## config.mk

```make
export PLATFORM = sky130hd
export DESIGN_NAME = e1_frame_align
export DESIGN_NICKNAME = d
export VERILOG_FILES = /design/src/rtl/e1_frame_align.sv
export SDC_FILE = /design/constraint.sdc
export NUM_CORES = 1
export LEC_CHECK = 0
export BUFFER_PORTS_ARGS = -buffer_cell sky130_fd_sc_hd__clkbuf_2
export CAP_MARGIN = 30
export CORE_UTILIZATION = 50
export CTS_BUF_LIST = sky130_fd_sc_hd__clkbuf_8 sky130_fd_sc_hd__clkbuf_16
export DETAILED_ROUTE_END_ITERATION = 8
export PLACE_DENSITY_LB_ADDON = 0.1
export RECOVER_POWER = 100
export SLEW_MARGIN = 20
export SYNTH_ARGS = -nofsm -noshare
export SYNTH_HDL_FRONTEND = slang
export SYNTH_SLANG_ARGS = --single-unit
export TNS_END_PERCENT = 1
```

## constraint.sdc

```tcl
create_clock -name clk -period 2.3 [get_ports clk]
set_input_delay 0.115 -clock clk [delete_from_list [all_inputs] [get_ports clk]]
set_output_delay 0.115 -clock clk [all_outputs]
set_load 0.01 [all_outputs]
```

## src/rtl/e1_frame_align.sv

```systemverilog
module e1_frame_align #(
  parameter int         LOSS_LIMIT = 3,
  parameter logic [6:0] FAS_WORD   = 7'b0011011
) (
  input  logic       clk,
  input  logic       rst_n,
  input  logic       rx_bit,
  output logic [4:0] slot,
  output logic [2:0] bit_idx,
  output logic       byte_stb,
  output logic       in_frame,
  output logic       fs_err,
  output logic       nfas_frame,
  output logic       intl_bit,
  output logic [4:0] nat_bits
);
  localparam int EW = $clog2(LOSS_LIMIT + 1);

  typedef enum logic [1:0] {HUNT, WAIT_NFAS, WAIT_FAS, LOCKED} st_t;

  st_t           st;
  logic [7:0]    sh, pos;
  logic          odd, fail;
  logic [EW-1:0] errs;

  wire ts0_end  = (pos == 8'd7);
  wire fas_hit  = (sh[6:0] == FAS_WORD);
  wire nfas_hit = sh[6];
  wire slip     = ts0_end && fail;

  always_comb begin
    case (st)
      HUNT:      fail = !fas_hit;
      WAIT_NFAS: fail = !nfas_hit;
      WAIT_FAS:  fail = !fas_hit;
      default:   fail = !odd && !fas_hit && (errs == EW'(LOSS_LIMIT - 1));
    endcase
  end

  assign slot       = pos[7:3];
  assign bit_idx    = pos[2:0];
  assign in_frame   = (st == LOCKED);
  assign fs_err     = !in_frame;
  assign byte_stb   = in_frame && (pos[2:0] == 3'd7);
  assign nfas_frame = odd;

  always_ff @(posedge clk) begin
    if (!rst_n) begin
      st       <= HUNT;
      sh       <= '0;
      pos      <= '0;
      odd      <= 1'b0;
      errs     <= '0;
      intl_bit <= 1'b0;
      nat_bits <= '0;
    end else begin
      sh <= {sh[6:0], rx_bit};
      if (!slip) pos <= pos + 8'd1;
      if (pos == 8'd255) odd <= !odd;
      if (ts0_end) begin
        case (st)
          HUNT: if (fas_hit) begin
            st  <= WAIT_NFAS;
            odd <= 1'b0;
          end
          WAIT_NFAS: st <= nfas_hit ? WAIT_FAS : HUNT;
          WAIT_FAS: begin
            st   <= fas_hit ? LOCKED : HUNT;
            errs <= '0;
          end
          default: begin
            if (!odd) begin
              if (fas_hit)   errs <= '0;
              else if (fail) begin
                st   <= HUNT;
                errs <= '0;
              end else       errs <= errs + EW'(1);
            end else nat_bits <= sh[4:0];
            if (!fail) intl_bit <= sh[7];
          end
        endcase
      end
    end
  end
endmodule

```

Word-level counts from Yosys, hierarchy flattened
Index checks and enable logic that the tools add are counted.
{"block": "word_totals", "elab_cells": 57, "regBits": 27}
{"block": "op_classes", "bitwise": 3, "n_mux": 16, "eq_ne": 12, "add_sub_neg": 2, "reduce_logical": 17}
{"operator": "2-bit 2-to-1 mux", "count": 9}
{"operator": "3-bit AND reduction", "count": 3}
{"operator": "8-bit by 1-bit adder with 8-bit output, second input constant", "count": 1}
{"operator": "8-bit by 3-bit equality test with 1-bit output, second input constant", "count": 1}
{"operator": "8-bit equality test, second input constant", "count": 1}
{"operator": "4-bit by 1-bit != test with 1-bit output, second input constant", "count": 2}
{"operator": "7-bit by 5-bit equality test with 1-bit output, second input constant", "count": 1}
{"operator": "2-bit equality test, second input constant", "count": 3}
{"operator": "2-bit case mux with 3 select lines", "count": 1}
{"operator": "5-bit AND reduction", "count": 1}
{"operator": "1-bit logical AND", "count": 4}
{"operator": "1-bit logical NOT", "count": 4}
{"operator": "1-bit 2-to-1 mux", "count": 4}
{"operator": "2-bit case mux with 2 select lines", "count": 1}
{"operator": "4-bit nonzero test", "count": 1}
{"operator": "2-bit OR reduction", "count": 2}
{"operator": "3-bit equality test, second input constant", "count": 1}
{"operator": "1-bit NOT", "count": 3}
{"operator": "3-bit OR reduction", "count": 1}
{"operator": "2-bit by 1-bit adder with 2-bit output, second input constant", "count": 1}
{"operator": "2-bit by 1-bit equality test with 1-bit output, second input constant", "count": 1}
{"operator": "2-bit logical NOT", "count": 1}
{"operator": "2-bit by 1-bit != test with 1-bit output, second input constant", "count": 1}
{"operator": "2-bit != test, second input constant", "count": 1}
{"operator": "1-bit case mux with 2 select lines", "count": 1}

Depth between registers and ports, before layout
Gate-level depths: netlist of run 1.
{"block": "depth", "ltp_word": 9, "depth_mapped": 6}

Least setup slack after synthesis of run 1
Ideal clock, no wire load.
{"block": "synth_timing", "path_kind": "reg2reg", "startpoint": "register pos[3]", "endpoint": "register intl_bit", "slack_ps": 440, "stages_incl_launch_ff": 7, "t_required_ps": 2160, "n_path_buf": 2, "setup_time_ps": 140, "t_arrival_ps": 1721, "cell_sequence": "dfxtp_1 -> or4_1 -> buf_2 -> or2_1 -> buf_4 -> o311ai_2 -> o41ai_2"}
{"block": "synth_via", "elab_chain_cells": 2}
{"item": "start, declared", "line_no": "22", "rtl": "logic [7:0] sh, pos;"}
{"item": "start signal, assigned", "line_no": "58", "rtl": "if (!slip) pos <= pos + 8'd1;"}
{"item": "8-bit by 3-bit equality test with 1-bit output", "line_no": "26", "rtl": "wire ts0_end = (pos == 8'd7);"}
{"item": "3-bit AND reduction (no source line)"}
{"item": "end signal, assigned", "line_no": "79", "rtl": "if (!fail) intl_bit <= sh[7];"}
{"item": "end, declared", "line_no": "14", "rtl": "output logic intl_bit,"}
No other way between the ends.
A chain may end at the register's enable or synchronous reset.

Worst setup path after layout of run 1
Ends and elaborated chain as after synthesis.

==> flow_summary.json, run 1 <==
{
  "grt_pass1_vias": 1006,
  "final.setup_skew_ns": 0.00143,
  "core-area_mm2": 0.00230,
  "leakage_nw": 0.527,
  "path_clk_slew_ns": 0.09,
  "overflow": 0,
  "grt_setup_unrepaired": "false",
  "multi_input_area_um2": 653,
  "postSynthCellCount": 144,
  "cp-start-kind": "register",
  "cts_setup_buffers": 0,
  "whs_ns": 0.0340,
  "cp_data_required_time_ns": 2.44,
  "setup_tns_ns": 0,
  "cellInternalPower_uw": 615,
  "endpoint_kind": "register",
  "synth_top_area_share_pct": 42.5,
  "yosys_warnings": 0,
  "syn_area_per_cell_um2": 8.83,
  "setup_viol": 0,
  "register_area_um2": 541,
  "ir_drop_uv": 375,
  "layout_setup_ws_ns": 0.193,
  "final.period_utilization_pct": 91.6,
  "gp_congestion": 0.864,
  "synth.area.top_cells": "dfxtp_1, nand2_1, mux2i_1, nand3_1, ha_1",
  "htreeDepth": 1,
  "rows": 17,
  "wire_per_inst_um": 13.6,
  "diodes": 0,
  "grt_max_degree": 35,
  "drv_cap": 0,
  "cts_tree": "done",
  "hold_class": "in2reg",
  "path_max_fanout": 11,
  "fin_total_pwr_uw": 801,
  "synth_cell_types": 41,
  "drive_gt1_share_pct": 6.29,
  "report.final.slew_viol_count": 0,
  "cp.arrival_ns": 2.25,
  "place_hpwl_mm": 1.76,
  "layout.nets": 166,
  "critical_path_buf_inv_count": 0,
  "crit_path_start": "pos[3]",
  "async_reset_ff_share_pct": 0,
  "status": "finished clean",
  "drt-vias-per-instance": 5.79,
  "switching_share_pct": 23.3,
  "synth_ff_type": "dfxtp_1",
  "cp_slowest_cell": "or4_1",
  "die_h_um": 52.4,
  "layout_min_cycle_time_ns": 2.11,
  "syn2layout_area_growth_pct": 8.56,
  "io_pins": 21,
  "synth_most_common_cell": "dfxtp_1",
  "numCtsBuffers": 3,
  "clock_sinks": 27,
  "worstSetupPathType": "reg2reg",
  "final_cell_area_mm2": 0.00138,
  "dr.pass1.iters": 4,
  "hold_buffers": 0,
  "place_ws_ns": 0.317,
  "synth_fp_nets": 150,
  "num_vias": 1083,
  "timing.rr.start": "pos[3]",
  "die_area_mm2": 0.00275,
  "hold_violations": 0,
  "die_x_um": 52.4,
  "clk_latency_ns": 0.27,
  "fmaxAchievable_mhz": 475,
  "dpl-instance-area_mm2": 0.00137,
  "cts-root-buf": "clkbuf_8",
  "sequentialPowerShare_pct": 60.5,
  "critPathTopFamily": "simple AND/OR/NAND/NOR gates",
  "grt_pass1_wl_mm": 4.37,
  "drt_iter0_drc": 18,
  "path_cells": "or4_1 > or2_1 > o311ai_0 > o41ai_2",
  "slowest_delay_ns": 0.62,
  "wirelength_mm": 2.53,
  "clockBufferDepth": 2,
  "yosysTopAreaCell": "dfxtp_1",
  "synth_commonest_cells": "dfxtp_1, nand2_1, nand3_1, inv_1",
  "ys_seq_elements": 27,
  "place.port_buffers": 20,
  "switchingPower_uw": 186,
  "synth_edf_count": 0,
  "max-slew-margin-rel_pct": 16.1,
  "track_usage_pct": 21.6,
  "worst_slew_pin_slew_ns": 1.26,
  "drc": 0,
  "initial_core_util_pct": 55.3,
  "combPwrFrac_pct": 5.2,
  "fillCellCount": 240,
  "synth-seq-area-share_pct": 42.5,
  "synth_area_mm2": 0.00127,
  "hold_start": "rx_bit",
  "power_density_mw_per_mm2": 581,
  "cts_resized": 0,
  "ant_nets": 0,
  "grt_antenna_before_repair": 0,
  "clkPwrFrac_pct": 34.3
}
[cell families after synthesis]
group	after synthesis	synth area share, %
AOI/OAI and AO/OA	25	15.1
xor gates and xnor gates	3	2.07
adders and majority gates	3	2.95
buffers and inverters	16	5.12
DFF	27	42.5
muxes	6	4.72
and+or+nand+nor	64	27.6
[sequential cells by signal, summed over array words and instances, names as in the netlist]
register    cells
sh              8
nat_bits        5
intl_bit        1
nfas_frame      1
errs            2
st              2
pos             8
[path summary, 6_finish.rpt]
kind | slack (ns) | depth (start not counted) | endpoint
max | 0.19 | 4 | intl_bit
min | 0.03 | 2 | sh[0]
max reg2reg | 0.19 | 4 | intl_bit
min reg2reg | 0.46 | 2 | intl_bit
[placed cells by master (no fill, tap or decap), drive strengths merged, types with 3 or more instances in the layout]
cell type  netlist  final
and2             5      5
mux2i            6      6
o21ai            6      6
a21oi            3      3
dfxtp           27     27
inv              7      7
xnor2            3      3
nand4            4      4
clkbuf           6     23
or3              3      3
o211ai           5      5
nor2             3      3
nand2           20     20
ha               3      3
nand3           11     11
[worst reg2reg max path, delay by kind of cell (launching register included)]
family,cells,cell delay (ns)
DFF,1,0.38
and+or+nand+nor,2,1.03
AOI/OAI and AO/OA,2,0.56
[metal layers]
metal	vias up	GRT usage [%]	share of wire [%]	wire [um]
li1	543	-	-	-
met1	516	27.5	48	1220
met2	20	34.8	47	1200
met3	4	2.90	3.2	80
met4	0	11.8	1.3	32
met5	-	0	0	0
[final cells by class]
cell class,count,area share (%)
Clock buffer,3,2.99
Clock inverter,1,0.544
Inverter,7,1.90
Multi-Input combinational cell,101,47.3
Sequential cell,27,39.2
Tap cell,28,2.54
Timing Repair Buffer,20,5.53
[power by group through the flow]
stage	logic, mW	registers, mW	clock network (mW)
after floorplan	0.0295	0.496	0
after global routing	0.0470	0.487	0.302
final	0.0413	0.485	0.275
after global placement	0.0427	0.496	0
after CTS	0.0430	0.485	0.286
after detailed placement	0.0428	0.496	0
[through the flow]
step,instances,utilization (%)
floorplan,144,-
global placement,183,59.5
detailed placement,183,59.5
CTS,187,61.7
global route,187,60.1
finish,187,60.1
No activity file was read; power rests on OpenSTA's default activity.
==> run 2, diff against run 1 <==
==> constraint.sdc (replaced) <==
create_clock -name clk -period 2.3 [get_ports clk]
set_input_delay 0.23 -clock clk [delete_from_list [all_inputs] [get_ports clk]]
set_output_delay 0.23 -clock clk [all_outputs]
set_load 0.01 [all_outputs]
==> flow_summary.json, run 2 (synthesized netlist as in run 1, its figures left out) <==
{
  "drc": 0,
  "diodes": 0,
  "ant_nets": 0,
  "leakage_nw": 0.531,
  "setup_viol": 0,
  "status": "finished clean",
  "hold_end": "sh[0]",
  "power_density_mw_per_mm2": 580,
  "gp_congestion": 0.896,
  "die_h_um": 52.4,
  "cts_setup_buffers": 0,
  "whs_ns": 0.146,
  "setup_tns_ns": 0,
  "place.port_buffers": 20,
  "clk_latency_ns": 0.27,
  "dr.pass1.iters": 4,
  "drt_iter0_drc": 18,
  "drive_gt1_share_pct": 6.25,
  "dpl-instance-area_mm2": 0.00138,
  "path_clk_slew_ns": 0.10,
  "layout.nets": 167,
  "overflow": 0,
  "wirelength_mm": 2.50,
  "hold_buffers": 0,
  "clock_sinks": 27,
  "worstSetupPathType": "reg2reg",
  "hold_class": "in2reg",
  "place_hpwl_mm": 1.82,
  "track_usage_pct": 21.1,
  "htreeDepth": 1,
  "grt_setup_unrepaired": "false",
  "fin_util_pct": 60.1,
  "largestRegisters": "pos x8, sh x8, nat_bits x5",
  "layout_setup_ws_ns": 0.226,
  "rows": 17,
  "grt_pass1_vias": 977,
  "numCtsBuffers": 3,
  "final_common_cell": "dfxtp_1",
  "final.setup_skew_ns": 0.00391,
  "drv_cap": 0,
  "wire_per_inst_um": 13.3,
  "report.final.slew_viol_count": 0,
  "drt-vias-per-instance": 5.72,
  "path_max_fanout": 8,
  "grt_antenna_before_repair": 0,
  "cts_resized": 0,
  "final.period_utilization_pct": 90.2,
  "core-area_mm2": 0.00230,
  "die_area_mm2": 0.00275,
  "reg2reg_to": "nat_bits[4]",
  "num_vias": 1075,
  "rr_worst_depth": 4,
  "grt_max_degree": 21,
  "hold_violations": 0,
  "cp.arrival_ns": 2.27,
  "endpoint_kind": "register",
  "hold_start": "rx_bit",
  "ir_drop_uv": 464,
  "cts_tree": "done",
  "layout_min_cycle_time_ns": 2.07,
  "fmaxAchievable_mhz": 482,
  "max-slew-margin-rel_pct": 51.1,
  "r2r_setup_slack_ns": 0.23,
  "grt_pass1_wl_mm": 4.32,
  "worst_slew_pin_slew_ns": 0.733,
  "cp_data_required_time_ns": 2.49,
  "syn2layout_area_growth_pct": 8.66,
  "cts-root-buf": "clkbuf_8",
  "hold_path_depth": 2,
  "io_pins": 21,
  "cp-start-kind": "register",
  "place_ws_ns": 0.330,
  "clockBufferDepth": 2,
  "die_x_um": 52.4,
  "timing.rr.start": "pos[3]",
  "initial_core_util_pct": 55.3,
  "mostFrequentLayoutCells": "dfxtp_1, nand2_1, clkbuf_1",
  "final_cell_area_mm2": 0.00138
}
==> run 2: cell types whose count changed in the layout (fill, tap and decap cells not counted) <==
cell	delta
and2_1	-1
o311ai_0	-1
clkinv_2	+1
clkinvlp_4	-1
o311ai_1	+1
clkbuf_1	+1
and2_0	+1
==> run 2: critical path, stage by stage, from the launching register on <==
cell,delay [ns]
dfxtp_1,0.38
or4_1,0.62
nor2_1,0.37
nand3_1,0.36
mux2i_1,0.27
==> run 2: worst max-delay path by stage <==
| stage | cells past startpoint | slack, ns | start | end |
|---|---|---|---|---|
| floorplan | 6 | 0.44 | pos[3] | intl_bit |
| global placement | 4 | 0.38 | pos[3] | st[0] |
| detailed placement | 4 | 0.33 | pos[3] | st[0] |
| CTS | 4 | 0.31 | pos[3] | st[0] |
| global route | 5 | 0.09 | pos[0] | nat_bits[4] |
| finish | 4 | 0.23 | pos[3] | nat_bits[4] |
==> run 2: routing by layer <==
metal | vias to the layer above | global-route usage (%) | share of wire (%)
li1 | 544 | - | -
met1 | 511 | 28.2 | 51
met2 | 18 | 34.2 | 45
met3 | 2 | 5.22 | 3.8
met4 | 0 | 3.95 | 0.28
met5 | - | 0 | 0
==> run 2: power breakdown <==
group          internal, mW  switching [mW]
combinational        0.0174          0.0250
sequential            0.475         0.00985
clock                 0.121           0.153
total                 0.614           0.188
==> run 2: area by class of cell <==
| cell class | instances | area [um^2] |
|---|---|---|
| Fill cell | 223 | 916 |
| Clock buffer | 3 | 41.3 |
| Tap cell | 28 | 35.0 |
| Clock inverter | 1 | 5.00 |
| Multi-Input combinational cell | 101 | 653 |
| Inverter | 7 | 26.3 |
| Sequential cell | 27 | 541 |
| Timing Repair Buffer | 21 | 80.1 |
==> run 2: metrics by stage <==
step                      power [mW]  std cells
final                          0.801        188
after global routing           0.829        188
after CTS                      0.809        188
after detailed placement       0.540        184
after global placement         0.539        184
after floorplan                0.525        144
==> run 3, diff against run 2 <==
--- a/config.mk
+++ b/config.mk
@@ -10,9 +10,9 @@
 export CORE_UTILIZATION = 50
 export CTS_BUF_LIST = sky130_fd_sc_hd__clkbuf_8 sky130_fd_sc_hd__clkbuf_16
 export DETAILED_ROUTE_END_ITERATION = 8
-export PLACE_DENSITY_LB_ADDON = 0.1
+export PLACE_DENSITY = 0.72
 export RECOVER_POWER = 100
-export SLEW_MARGIN = 20
+export SLEW_MARGIN = 30
 export SYNTH_ARGS = -nofsm -noshare
 export SYNTH_HDL_FRONTEND = slang
 export SYNTH_SLANG_ARGS = --single-unit
==> flow_summary.json, run 3 (synthesized netlist as in run 1, its figures left out) <==
{
  "final.setup_skew_ns": 0.00460,
  "combPwrFrac_pct": 5.2,
  "final_common_cell": "dfxtp_1",
  "io_pins": 21,
  "syn2layout_area_growth_pct": 8.37,
  "dr.pass1.iters": 4,
  "cts-root-buf": "clkbuf_8",
  "grt_pass1_wl_mm": 4.27,
  "wirelength_mm": 2.56,
  "wire_per_inst_um": 13.7,
  "rows": 17,
  "cp_data_required_time_ns": 2.44,
  "htreeDepth": 1,
  "initial_core_util_pct": 55.3,
  "path_max_fanout": 11,
  "clkPwrFrac_pct": 34.1,
  "die_h_um": 52.4,
  "ant_nets": 0,
  "worst_slew_pin_slew_ns": 1.25,
  "hold_class": "in2reg",
  "worstSetupPathType": "reg2reg",
  "register_area_um2": 541,
  "critPathTopFamily": "simple AND/OR/NAND/NOR gates",
  "layout.nets": 166,
  "grt_antenna_before_repair": 0,
  "clockBufferDepth": 2,
  "numCtsBuffers": 3,
  "fmaxAchievable_mhz": 483,
  "power_density_mw_per_mm2": 579,
  "mostFrequentLayoutCells": "dfxtp_1, nand2_1, clkbuf_1",
  "largestRegisters": "pos x8, sh x8, nat_bits x5",
  "setup_viol": 0,
  "layout_min_cycle_time_ns": 2.07,
  "path_clk_slew_ns": 0.09,
  "cts_resized": 0,
  "hold_violations": 0,
  "report.final.slew_viol_count": 0,
  "place.port_buffers": 20,
  "ir_drop_uv": 407,
  "die_area_mm2": 0.00275,
  "cp_slowest_cell": "or4_1",
  "overflow": 0,
  "whs_ns": 0.156,
  "drv_cap": 0,
  "num_vias": 1078,
  "grt_max_degree": 35,
  "setup_tns_ns": 0,
  "critical_path_buf_inv_count": 0,
  "place_hpwl_mm": 1.83,
  "path_cells": "or4_1 > or2_1 > o311ai_0 > o41ai_2",
  "cellInternalPower_uw": 614,
  "switchingPower_uw": 185,
  "switching_share_pct": 23.1,
  "max-slew-margin-rel_pct": 16.9,
  "drc": 0,
  "status": "finished clean",
  "final.period_utilization_pct": 90.1,
  "multi_input_area_um2": 653,
  "core-area_mm2": 0.00230,
  "cts_setup_buffers": 0,
  "endpoint_kind": "register",
  "hold_buffers": 0,
  "cp.arrival_ns": 2.21,
  "sequentialPowerShare_pct": 60.7,
  "fin_total_pwr_uw": 798,
  "cts_tree": "done",
  "die_x_um": 52.4,
  "drt-vias-per-instance": 5.76,
  "slowest_delay_ns": 0.63,
  "clock_sinks": 27,
  "gp_congestion": 0.844,
  "grt_setup_unrepaired": "false",
  "drt_iter0_drc": 7,
  "clk_latency_ns": 0.28,
  "fillCellCount": 221,
  "cp-start-kind": "register",
  "grt_pass1_vias": 983,
  "leakage_nw": 0.528,
  "diodes": 0,
  "track_usage_pct": 21.3,
  "drive_gt1_share_pct": 6.29
}
==> run 3: cell types whose count changed in the layout (fill, tap and decap cells not counted) <==
cell	delta
o311ai_1	-1
o311ai_0	+1
clkbuf_1	-1
and2_1	-2
and2_0	+2
==> run 3: worst paths after layout <==
kind / from / to / slack (ns) / depth (start not counted)
worst max-delay path: pos[3] / intl_bit / 0.23 / 4
worst min-delay path: rx_bit / sh[0] / 0.16 / 2
worst max register to register: pos[3] / intl_bit / 0.23 / 4
worst min register to register: sh[7] / intl_bit / 0.46 / 2
==> run 3: power by group through the flow <==
| stage | sequential, mW | clock, mW | combinational, mW |
|---|---|---|---|
| 6_report | 0.485 | 0.272 | 0.0414 |
| 5_1_grt | 0.487 | 0.294 | 0.0483 |
| 4_1_cts | 0.485 | 0.281 | 0.0434 |
| 3_5_place_dp | 0.496 | 0 | 0.0433 |
| 3_3_place_gp | 0.495 | 0 | 0.0427 |
| 2_1_floorplan | 0.496 | 0 | 0.0295 |
==> run 3: layout make-up <==
| cell class | instances | area share [%] |
|---|---|---|
| Tap cell | 28 | 2.54 |
| Multi-Input combinational cell | 101 | 47.4 |
| Timing Repair Buffer | 20 | 5.54 |
| Clock buffer | 3 | 3.00 |
| Sequential cell | 27 | 39.2 |
| Clock inverter | 1 | 0.363 |
| Inverter | 7 | 1.91 |
==> run 3: per-layer routing <==
metal  routed length (um)  vias up  global-route usage, %
met5                    0        -                      0
met4                   46        0                   10.1
met3                  100        5                   4.06
met2                 1200       22                   34.6
met1                 1210      503                   26.8
li1                     -      548                      -
==> run 3: per-stage QoR <==
step           utilization, %  cells  instance area (um^2)  setup WS (ns)
2_1_floorplan               -    144                  1270          0.440
3_3_place_gp             59.5    183                  1370          0.379
3_5_place_dp             59.5    183                  1370          0.330
4_1_cts                  61.5    187                  1410          0.308
5_1_grt                  60.0    187                  1380          0.129
6_report                 60.0    187                  1380          0.229
